## src/rtl/dzr_pkg.sv

```systemverilog
package dzr_pkg;

   // Clip an integer to the closed range [lo, hi]
   function automatic int clip_int(input int v, input int lo, input int hi);
      if (v < lo) return lo;
      if (v > hi) return hi;
      return v;
   endfunction

   // Absolute value of an integer
   function automatic int abs_int(input int v);
      return (v < 0) ? -v : v;
   endfunction

endpackage

```

## src/rtl/dzr_bin_quant.sv

```systemverilog
module dzr_bin_quant
   import dzr_pkg::*;
#(
   parameter int V_W = 8,
   parameter int E_W = 6
) (
   input  logic [V_W-1:0]        vout_code,
   input  logic [V_W-1:0]        vref_code,
   input  logic [V_W-1:0]        step_width,
   output logic signed [E_W-1:0] err
);
   localparam int E_MAX = (1 << (E_W - 1)) - 1;

   int diff_v;
   int mag_v;
   int step_v;
   int idx_v;

   always_comb begin
      diff_v = int'(vref_code) - int'(vout_code);
      mag_v  = abs_int(diff_v);
      step_v = (step_width == '0) ? 1 : int'(step_width);
      // bins are centred on the reference: 0 while 2|d| < step
      idx_v  = (2 * mag_v + step_v) / (2 * step_v);
      idx_v  = clip_int(idx_v, 0, E_MAX);
      err    = (diff_v < 0) ? E_W'(-idx_v) : E_W'(idx_v);
   end

endmodule

```

## src/rtl/dzr_pi_core.sv

```systemverilog
module dzr_pi_core
   import dzr_pkg::*;
#(
   parameter int E_W  = 6,
   parameter int C_W  = 8,
   parameter int FRAC = 4,
   parameter int U_W  = 8
) (
   input  logic                  clk,
   input  logic                  rst,
   input  logic                  smp_vld,
   input  logic signed [E_W-1:0] err_in,
   input  logic [C_W-1:0]        k_gain,
   input  logic [C_W-1:0]        a_coef,
   output logic [U_W-1:0]        u_q,
   output logic [U_W-1:0]        u_nxt,
   output logic signed [E_W-1:0] err_q
);
   localparam int ACC_W = 2 * C_W + E_W + U_W + 2;
   localparam int U_MAX = (1 << U_W) - 1;
   localparam int E_MAX = (1 << (E_W - 1)) - 1;
   localparam logic signed [ACC_W-1:0] SCALE = ACC_W'(1) <<< (2 * FRAC);

   logic signed [ACC_W-1:0] e_x, ep_x, k_x, a_x;
   logic signed [ACC_W-1:0] t_term, prod, delta, sum;

   always_comb begin
      e_x    = ACC_W'(err_in);
      ep_x   = ACC_W'(err_q);
      k_x    = $signed({{(ACC_W - C_W){1'b0}}, k_gain});
      a_x    = $signed({{(ACC_W - C_W){1'b0}}, a_coef});
      t_term = (e_x <<< FRAC) - a_x * ep_x;
      prod   = t_term * k_x;
      delta  = prod / SCALE;           // truncates toward zero
      sum    = $signed({{(ACC_W - U_W){1'b0}}, u_q}) + delta;
      if (sum < 0)
         u_nxt = '0;
      else if (sum > ACC_W'(U_MAX))
         u_nxt = U_W'(U_MAX);
      else
         u_nxt = U_W'(sum);
   end

   always_ff @(posedge clk) begin
      if (rst) begin
         u_q   <= '0;
         err_q <= '0;
      end else if (smp_vld) begin
         u_q   <= u_nxt;
         err_q <= err_in;
      end
   end

   AST_RST_CLEAR: assert property (@(posedge clk)
      rst |=> (u_q == '0 && err_q == '0));

   AST_HOLD_IDLE: assert property (@(posedge clk) disable iff (rst)
      !smp_vld |=> ($stable(u_q) && $stable(err_q)));

   AST_ERR_RANGE: assert property (@(posedge clk) disable iff (rst)
      smp_vld |=> (err_q <= E_W'(E_MAX) && err_q >= E_W'(-E_MAX)));

   AST_ZERO_STILL: assert property (@(posedge clk) disable iff (rst)
      (smp_vld && err_in == '0 && err_q == '0) |=> $stable(u_q));

   AST_RISE_DIR: assert property (@(posedge clk) disable iff (rst)
      (smp_vld && err_q == '0 && err_in >= 0) |=> (u_q >= $past(u_q)));

   AST_FALL_DIR: assert property (@(posedge clk) disable iff (rst)
      (smp_vld && err_q == '0 && err_in <= 0) |=> (u_q <= $past(u_q)));

endmodule

```

## src/rtl/dzr_iref_mult.sv

```systemverilog
module dzr_iref_mult #(
   parameter int U_W      = 8,
   parameter int V_W      = 8,
   parameter bit IREF_REG = 1'b1
) (
   input  logic           clk,
   input  logic           rst,
   input  logic           smp_vld,
   input  logic [U_W-1:0] u_nxt,
   input  logic [U_W-1:0] u_q,
   input  logic [V_W-1:0] vline_code,
   output logic [U_W-1:0] iref
);
   localparam int P_W = U_W + V_W;

   logic [P_W-1:0] prod;
   logic [U_W-1:0] vline_q;

   generate
      if (IREF_REG) begin : g_reg
         assign prod = u_nxt * vline_code;
         always_ff @(posedge clk) begin
            if (rst)          iref <= '0;
            else if (smp_vld) iref <= prod[P_W-1 -: U_W];
         end
         assign vline_q = '0;
      end else begin : g_comb
         always_ff @(posedge clk) begin
            if (rst)          vline_q <= '0;
            else if (smp_vld) vline_q <= U_W'(vline_code);
         end
         assign prod = u_q * vline_q;
         assign iref = prod[P_W-1 -: U_W];
      end
   endgenerate

   AST_IREF_BOUND: assert property (@(posedge clk) disable iff (rst)
      smp_vld |=> (iref <= u_q));

   AST_IREF_HOLD: assert property (@(posedge clk) disable iff (rst)
      !smp_vld |=> $stable(iref));

endmodule

```

## src/rtl/dz_volt_reg.sv

```systemverilog
module dz_volt_reg #(
   parameter int V_W      = 8,
   parameter int E_W      = 6,
   parameter int C_W      = 8,
   parameter int FRAC     = 4,
   parameter int U_W      = 8,
   parameter bit IREF_REG = 1'b1
) (
   input  logic                  clk,
   input  logic                  rst,
   input  logic                  smp_vld,
   input  logic [V_W-1:0]        vout_code,
   input  logic [V_W-1:0]        vref_code,
   input  logic [V_W-1:0]        vline_code,
   input  logic [V_W-1:0]        step_width,
   input  logic [C_W-1:0]        k_gain,
   input  logic [C_W-1:0]        a_coef,
   output logic [U_W-1:0]        ctl_word,
   output logic signed [E_W-1:0] err_bin,
   output logic [U_W-1:0]        iref
);
   generate
      if (E_W < 2 || E_W > 16) begin : g_bad_ew
         $error("E_W out of range");
      end
      if (FRAC < 0 || FRAC >= C_W) begin : g_bad_frac
         $error("FRAC must be below C_W");
      end
      if (U_W < 2 || V_W < 2) begin : g_bad_w
         $error("data widths too small");
      end
   endgenerate

   logic signed [E_W-1:0] err_now;
   logic [U_W-1:0]        u_next;

   dzr_bin_quant #(.V_W(V_W), .E_W(E_W)) u_quant (
      .vout_code (vout_code),
      .vref_code (vref_code),
      .step_width(step_width),
      .err       (err_now)
   );

   dzr_pi_core #(.E_W(E_W), .C_W(C_W), .FRAC(FRAC), .U_W(U_W)) u_pi (
      .clk    (clk),
      .rst    (rst),
      .smp_vld(smp_vld),
      .err_in (err_now),
      .k_gain (k_gain),
      .a_coef (a_coef),
      .u_q    (ctl_word),
      .u_nxt  (u_next),
      .err_q  (err_bin)
   );

   dzr_iref_mult #(.U_W(U_W), .V_W(V_W), .IREF_REG(IREF_REG)) u_mult (
      .clk       (clk),
      .rst       (rst),
      .smp_vld   (smp_vld),
      .u_nxt     (u_next),
      .u_q       (ctl_word),
      .vline_code(vline_code),
      .iref      (iref)
   );

endmodule

```

## config.mk

```make
export PLATFORM = sky130hd
export DESIGN_NAME = dz_volt_reg
export DESIGN_NICKNAME = d
export VERILOG_FILES = /design/src/rtl/dzr_pkg.sv /design/src/rtl/dzr_bin_quant.sv /design/src/rtl/dzr_pi_core.sv /design/src/rtl/dzr_iref_mult.sv /design/src/rtl/dz_volt_reg.sv
export SDC_FILE = /design/constraint.sdc
export NUM_CORES = 1
export LEC_CHECK = 0
export BUFFER_PORTS_ARGS = -buffer_cell sky130_fd_sc_hd__buf_2
export CORE_ASPECT_RATIO = 1.4
export CORE_MARGIN = 2
export CORE_UTILIZATION = 60
export CTS_BUF_LIST = sky130_fd_sc_hd__clkbuf_4
export CTS_CLUSTER_DIAMETER = 200
export DETAILED_ROUTE_END_ITERATION = 6
export GPL_TIMING_DRIVEN = 0
export HOLD_SLACK_MARGIN = 0.1
export PLACE_DENSITY_LB_ADDON = 0.08
export SLEW_MARGIN = 5
export SYNTH_ARGS = -nofsm -noshare
export SYNTH_HDL_FRONTEND = slang
export SYNTH_SLANG_ARGS = --single-unit
```

## constraint.sdc

```tcl
create_clock -name clk -period 104.4 [get_ports clk]
set_clock_uncertainty 0.15 [all_clocks]
set_input_delay 15.66 -clock clk [delete_from_list [all_inputs] [get_ports clk]]
set_output_delay 15.66 -clock clk [all_outputs]
set_load 0.1 [all_outputs]
```

==> results.rst, run 1 <==
.. list-table::
   :header-rows: 1

   * - Metric
     - Value
   * - Multiplexer share of the synthesized area
     - approximately 4.2%
   * - Number of global-route vias before repair
     - about 29000
   * - Setup Slack @ Placement
     - -15650 ps
   * - Worst Setup End Kind
     - register
   * - Crit path kind
     - input pin to register
   * - Clock period minus worst slack
     - slightly above 100000 ps
   * - Number of pins with negative max-slew slack in the final report
     - 0
   * - Number of hold violations in the final report
     - 0
   * - Required time at the endpoint of the critical path
     - 104500 ps
   * - Number of buffers between clock root and the deepest sink
     - 2
   * - Count of warnings emitted by yosys
     - 0
   * - Most frequent standard cell in the layout excluding fill and tap cells
     - sky130_fd_sc_hd__ha_1
   * - Top flip-flop cell by instance count after synthesis
     - sky130_fd_sc_hd__dfxtp_1
   * - Die H
     - 262 µm
   * - Routability-driven placement congestion ratio
     - 0.951
   * - Synth Area in Adders
     - about 29%
   * - Number of maximum-capacitance violations
     - 0
   * - Antenna Nets Post-Route
     - 0
   * - Hold bufs inserted after CTS
     - 0
   * - Clk_lat worst skew
     - 310 ps
   * - CP Max Fanout
     - 15
   * - Number of vias per cell after detailed routing
     - 6.27
   * - Final WL
     - 87100 µm
   * - Post-synthesis instance total
     - ~3800
   * - Clock Root Buffer
     - sky130_fd_sc_hd__clkbuf_4
   * - Number of buffers inserted during clock tree synthesis
     - 3
   * - Number of I/O pins
     - 73
   * - Overall overflow remaining after global route
     - 0
   * - Cell area after technology mapping
     - 28500 µm²
   * - Setup Viol. Count Final
     - 0
   * - Share of the clock period used by the worst path after layout
     - 98.4%
   * - Synth area leader
     - sky130_fd_sc_hd__ha_1
   * - Synth-to-Final Area Change
     - 20.8%
   * - Net count, final
     - 4801
   * - Antenna Diode Count
     - 0
   * - Status
     - completed
   * - Post-route cell area
     - 34400 µm²
   * - Unrepaired setup endpoints after global routing
     - yes
   * - Initial antenna violation count
     - 0
   * - Dpl cell area
     - 29700 µm²
   * - Crit-path slowest cell
     - sky130_fd_sc_hd__or4_4
   * - Unique masters post-synth
     - 147
   * - Share of layout cells above drive strength 1
     - 22.6%
   * - Die area
     - 49300 µm²
   * - Commonest cells after routing, fill and taps aside
     - 347 x sky130_fd_sc_hd__ha_1, 317 x sky130_fd_sc_hd__inv_1, 314 x sky130_fd_sc_hd__buf_4
   * - Cell repeated most along the worst path
     - sky130_fd_sc_hd__o21a_1
   * - 1st-iter DRT viols
     - approximately 1600
   * - Type of origin of the critical path
     - input pin
   * - Timing-limited maximum frequency
     - a little under 10 MHz
   * - Share of synthesized registers carrying an async set or reset
     - 0%
   * - Global-route wire length before repair
     - 135000 µm
   * - Buffers added on ports
     - 69
   * - Mean Syn Cell Area
     - 7.49 µm²
   * - Compound-Gate Fraction of Synth Area
     - 25.4%
   * - Critical path arrival
     - 102840 ps
   * - Setup ws final
     - ~1700 ps
   * - Area share of xor/xnor cells in the synthesized design
     - around 6.5%
   * - Crit-path max cell delay
     - 580 ps
   * - CTS clk-pin slew, worst paths
     - between 100 and 150 ps
   * - Horizontal die dimension
     - 188 µm
   * - Dominant combinational cell family by area after synthesis
     - adder cells
   * - Sequential-to-total area share from yosys stat
     - 1.55%
   * - Synthesized flop and latch total
     - 22
   * - Drc violations
     - 0
   * - Cells taking the most area after synthesis
     - sky130_fd_sc_hd__ha_1 17%, sky130_fd_sc_hd__fa_1 12%, sky130_fd_sc_hd__inv_1 4.4%
   * - Via count
     - roughly 30000
   * - Count of clock tree sinks
     - 22
   * - Std-Cell Rows
     - 94
   * - Tot GR Track Use
     - 32.4%
   * - First-pass DRT Iterations
     - 7
   * - CTS tree
     - yes
   * - Post-synthesis simple-gate area fraction
     - 27.6%
   * - Initial Util
     - 60.7%
   * - Maximum number of pins on one net before global-route repair
     - 32
   * - Type of the worst min-delay path
     - register to register
   * - Actual slew at the worst max-slew pin
     - between 1000 and 1500 ps
   * - Top cell type's share of synthesized area
     - between 10% and 20%
   * - H-tree lvl count
     - 1
   * - EDFF count, synth
     - 0
   * - Worst rel slew slack
     - 6.03%
   * - Core Box Area
     - 46900 µm²
   * - DPL Wire Length
     - roughly 65000 µm
   * - Routed wire length per instance
     - 18.1 µm
[critical path: cells and delay by family]
family	cells	cell delay, ps
compound gates	221	40360
xor+xnor	2	310
buf+inv	51	6070
mux	12	2700
fa+ha+maj	47	15300
simple gates	140	22220
[Yosys cell counts (42+ instances only)]
master	n
sky130_fd_sc_hd__ha_1	377
sky130_fd_sc_hd__inv_1	333
sky130_fd_sc_hd__nand2_1	330
sky130_fd_sc_hd__nor2_1	316
sky130_fd_sc_hd__a21oi_1	217
sky130_fd_sc_hd__nor3_1	180
sky130_fd_sc_hd__and2_1	175
sky130_fd_sc_hd__fa_1	171
sky130_fd_sc_hd__o21a_1	144
sky130_fd_sc_hd__xnor2_1	140
sky130_fd_sc_hd__o21ai_0	119
sky130_fd_sc_hd__o31ai_1	91
sky130_fd_sc_hd__nand3_1	86
sky130_fd_sc_hd__xor2_1	65
sky130_fd_sc_hd__a21o_1	59
sky130_fd_sc_hd__mux2_2	54
sky130_fd_sc_hd__mux2i_1	49
sky130_fd_sc_hd__nand4_1	49
sky130_fd_sc_hd__nor2b_1	45
sky130_fd_sc_hd__o21bai_1	42
[final cells by class]
type	count	area, µm²
Buffer	82	628
Clock buffer	3	22.5
Fill cell	3817	12500
Inverter	336	1270
Multi-Input combinational cell	3378	28500
Sequential cell	22	440
Tap cell	624	781
Timing Repair Buffer	379	2770
[state kept, by name (all words and copies together), names as in the netlist]
signal	flops
u_mult.iref	8
u_pi.u_q	8
u_pi.err_q	6
[routing by layer]
metal / part of all wire [%] / global-route usage (%) / up-vias
met5: 0 / 0 / -
met4: 5.7 / 16.7 / 0
met3: 3.3 / 1.28 / 311
met2: 53 / 64.3 / 911
met1: 38 / 34.5 / 14500
li1: - / - / 14600
[worst paths after layout]
kind	from	endpoint	slack (ps)	depth (start not counted)
worst max-delay path	step_width[7]	u_mult.iref[7]	1660	473
worst min register to register	u_mult.iref[0]	u_mult.iref[0]	360	2
worst max register to register	u_pi.err_q[3]	u_mult.iref[7]	86700	93
worst min-delay path	u_mult.iref[0]	u_mult.iref[0]	360	2
[logic make-up after synthesis]
logic type | Yosys count
AO/OA/AOI/OAI | 1006
XOR/XNOR | 209
adder cells (fa/ha/maj) | 550
buffers and inverters | 423
flip-flops | 22
multiplexers | 109
other | 1
AND/OR/NAND/NOR | 1482
[through the flow]
stage          instances  utilization, %  TNS, ps  hold slack, ps
2_1_floorplan       3822               -        0             826
3_3_place_gp        4515            63.3  -224430             322
3_5_place_dp        4516            63.3  -206210             331
4_1_cts             4602            67.1        0             361
5_1_grt             4824            73.3   -13310             385
6_report            4824            73.3        0             360
[timing repair]
| action | CTS | global route |
|---|---|---|
| resized for setup | 264 | 258 |
| cloned | 0 | 7 |
| setup endpoints to repair | 16 | 16 |
| buffers inserted | 85 | 221 |
| hold endpoints to repair | 0 | 0 |
| pin swaps | 72 | 295 |
Power of run 1 is left out: the tool's default activity adds up to more than one toggle a clock period on the data nets, which glitch-free logic cannot reach.
==> inputs of run 2 (changes only) <==
Settings changed: ABC_AREA set to 1.
==> results.rst, run 2 <==
.. list-table::
   :header-rows: 1

   * - Metric
     - Value
   * - Dpl cell area
     - 34900 µm² (+17%)
   * - Top cell type's share of synthesized area
     - 14.9% (-1.7 points)
   * - Minimum hold slack
     - 420 ps (+60.8 ps)
   * - Share of the clock period used by the worst path after layout
     - 93.7% (-4.7 points)
   * - CTS clk-pin slew, worst paths
     - 140 ps (+20 ps)
   * - Number of pins with negative max-slew slack in the final report
     - 0 (unchanged)
   * - Type of the worst min-delay path
     - register to register
   * - Cell repeated most along the worst path
     - sky130_fd_sc_hd__nand2_1
   * - Required time at the endpoint of the critical path
     - 104480 ps (-20 ps)
   * - Number of vias per cell after detailed routing
     - 5.42 (-14%)
   * - Crit-path max cell delay
     - 660 ps (+80 ps)
   * - Fill cells
     - 5607 (+47%)
   * - Number of global-route vias before repair
     - 33600 (+16%)
   * - CTS tree
     - yes
   * - 1st-iter DRT viols
     - 1585 (+1.0%)
   * - Status
     - completed
   * - Routability-driven placement congestion ratio
     - 0.959 (+0.87%)
   * - Die H
     - 284 µm (+8.3%)
   * - Die area
     - 57800 µm² (+17%)
   * - Setup Viol. Count Final
     - 0 (unchanged)
   * - Cell area after technology mapping
     - 33500 µm² (+18%)
   * - Clk_lat worst skew
     - 340 ps (+30 ps)
   * - CP Max Fanout
     - 22 (+7)
   * - Post-route cell area
     - 35200 µm² (+2.3%)
   * - Core Box Area
     - 55300 µm² (+18%)
   * - Top flip-flop cell by instance count after synthesis
     - sky130_fd_sc_hd__dfxtp_1
   * - Crit path kind
     - input pin to register
   * - Maximum number of pins on one net before global-route repair
     - 31 (-3.1%)
   * - EDFF count, synth
     - 0 (unchanged)
   * - Sequential-to-total area share from yosys stat
     - 1.31% (-0.23 points)
   * - H-tree lvl count
     - 1 (unchanged)
   * - Commonest cells after routing, fill and taps aside
     - 1317 x sky130_fd_sc_hd__nand2_1, 985 x sky130_fd_sc_hd__inv_1, 531 x sky130_fd_sc_hd__nor2_1
   * - Register area
     - 440 µm² (unchanged)
   * - Number of I/O pins
     - 73 (unchanged)
   * - Number of maximum-capacitance violations
     - 0 (unchanged)
   * - Post-synthesis instance total
     - 5586 (+47%)
   * - Number of buffers between clock root and the deepest sink
     - 2 (unchanged)
   * - Final TNS setup
     - 0 ps (unchanged)
   * - GR Util met3
     - 1.36% (+0.073 points)
   * - Unique masters post-synth
     - 72 (-51%)
   * - Horizontal die dimension
     - 204 µm (+8.3%)
   * - Net count, final
     - 6288 (+31%)
   * - Via count
     - 34800 (+15%)
   * - Worst Setup End Kind
     - register
   * - Initial antenna violation count
     - 0 (unchanged)
   * - Clock Root Buffer
     - sky130_fd_sc_hd__clkbuf_4
   * - Busiest layer in global routing
     - met2
   * - Most frequent standard cell in the layout excluding fill and tap cells
     - sky130_fd_sc_hd__nand2_1
   * - Tot GR Track Use
     - 31.7% (-0.63 points)
   * - Share of layout cells above drive strength 1
     - 11.8% (-11 points)
   * - Library cell with the highest instance count after synthesis
     - sky130_fd_sc_hd__nand2_1
   * - Actual slew at the worst max-slew pin
     - 966 ps (-435 ps)
   * - Final WL
     - 93500 µm (+7.4%)
   * - DPL Wire Length
     - 79800 µm (+24%)
   * - Initial Util
     - 60.6% (about the same)
   * - Synth-to-Final Area Change
     - 5.01%
   * - Clock period minus worst slack
     - 97840 ps (-4910 ps)
   * - Number of hold violations in the final report
     - 0 (unchanged)
   * - Std-Cell Rows
     - 102 (+8.5%)
   * - Met2 Resource Use GR
     - 63.3% (-1.0 points)
   * - First-pass DRT Iterations
     - 5 (-2)
   * - Share of synthesized registers carrying an async set or reset
     - 0% (unchanged)
   * - Antenna Diode Count
     - 0 (unchanged)
   * - Synthesized flop and latch total
     - 22 (unchanged)
   * - Count of clock tree sinks
     - 22 (unchanged)
   * - Critical path arrival
     - 97920 ps (-4920 ps)
   * - Crit-path slowest cell
     - sky130_fd_sc_hd__fa_1
   * - Hold bufs inserted after CTS
     - 0 (unchanged)
   * - Worst rel slew slack
     - 35.5% (+29 points)
   * - Synth area leader
     - sky130_fd_sc_hd__nand2_1
   * - Overall overflow remaining after global route
     - 0 (unchanged)
   * - Mean Syn Cell Area
     - 6.00 µm² (-20%)
   * - Type of origin of the critical path
     - input pin
   * - Cells taking the most area after synthesis
     - sky130_fd_sc_hd__nand2_1 15%, sky130_fd_sc_hd__ha_1 14%, sky130_fd_sc_hd__inv_1 11%
   * - Count of warnings emitted by yosys
     - 0 (unchanged)
   * - Antenna Nets Post-Route
     - 0 (unchanged)
   * - Cell total after placement
     - 6401 (+42%)
   * - Met1 track demand over resource in global routing
     - 33.0% (-1.6 points)
   * - Post-route insts no fill
     - 6416 (+33%)
   * - Global-route wire length before repair
     - 153000 µm (+14%)
   * - Top flop regs
     - u_mult.iref (8), u_pi.u_q (8), u_pi.err_q (6)
   * - Buffers added on ports
     - 66 (-4.3%)
   * - Drc violations
     - 0 (unchanged)
   * - Number of buffers inserted during clock tree synthesis
     - 3 (unchanged)
   * - Multi-input combinational cell area
     - 28400 µm² (-0.19%)
   * - Routed wire length per instance
     - 14.6 µm (-19%)
   * - Timing-limited maximum frequency
     - 10.2 MHz (+5.0%)
   * - Top cells by instance count after synthesis
     - 1326 x sky130_fd_sc_hd__nand2_1, 993 x sky130_fd_sc_hd__inv_1, 542 x sky130_fd_sc_hd__nor2_1
## run 2: routing by layer
metal	vias up	wire length [µm]	share of wire, %
met5	-	0	0
met4	0	5270	5.6
met3	281	2950	3.2
met2	742	50100	54
met1	15800	35300	38
li1	17900	-	-
## run 2: area by class of cell
type | count | share of cell area [%]
buffer | 85 | 2.06
tap | 728 | 2.59
inverter | 1103 | 11.9
timing repair buffer | 76 | 1.19
sequential | 22 | 1.25
timing repair inverter | 2 | 0.0391
clock inverter | 1 | 0.0853
clock buffer | 3 | 0.0640
multi-input combinational | 4396 | 80.8
## run 2: per-stage QoR
stage / util [%] / setup slack (ps)
2_1_floorplan: - / 16120
3_3_place_gp: 63.0 / -120
3_5_place_dp: 63.1 / 866
4_1_cts: 63.2 / 960
5_1_grt: 63.7 / -201
6_report: 63.7 / 6560
## run 2: critical path: cells and delay by family
family,cells,cell delay [ps]
AO/OA/AOI/OAI,122,22590
XOR/XNOR,2,470
adder cells (fa/ha/maj),47,17240
buffers and inverters,118,12930
AND/OR/NAND/NOR,229,28920
## run 2: worst paths after layout
path / endpoint / cells past startpoint / slack (ps) / from
setup / recovery: u_mult.iref[7] / 518 / 6560 / step_width[5]
setup reg to reg: u_mult.iref[7] / 87 / 85690 / u_pi.err_q[3]
hold / removal: u_mult.iref[7] / 2 / 420 / u_mult.iref[7]
hold reg to reg: u_mult.iref[7] / 2 / 420 / u_mult.iref[7]
## run 2: timing repair
item	4_1_cts	5_1_grt
buffers inserted	0	9
resized for setup	0	78
setup endpoints to repair	0	16
## run 2: logic make-up after synthesis
| group | Yosys count | share of synthesized area [%] |
|---|---|---|
| buffers and inverters | 1188 | 14.6 |
| AOI/OAI and AO/OA | 648 | 11.1 |
| DFF | 22 | 1.31 |
| other | 1 | 0.0112 |
| and+or+nand+nor | 2924 | 42.1 |
| adders and majority gates | 548 | 24.3 |
| xor gates and xnor gates | 255 | 6.69 |
Power of run 2 is left out for the same reason.
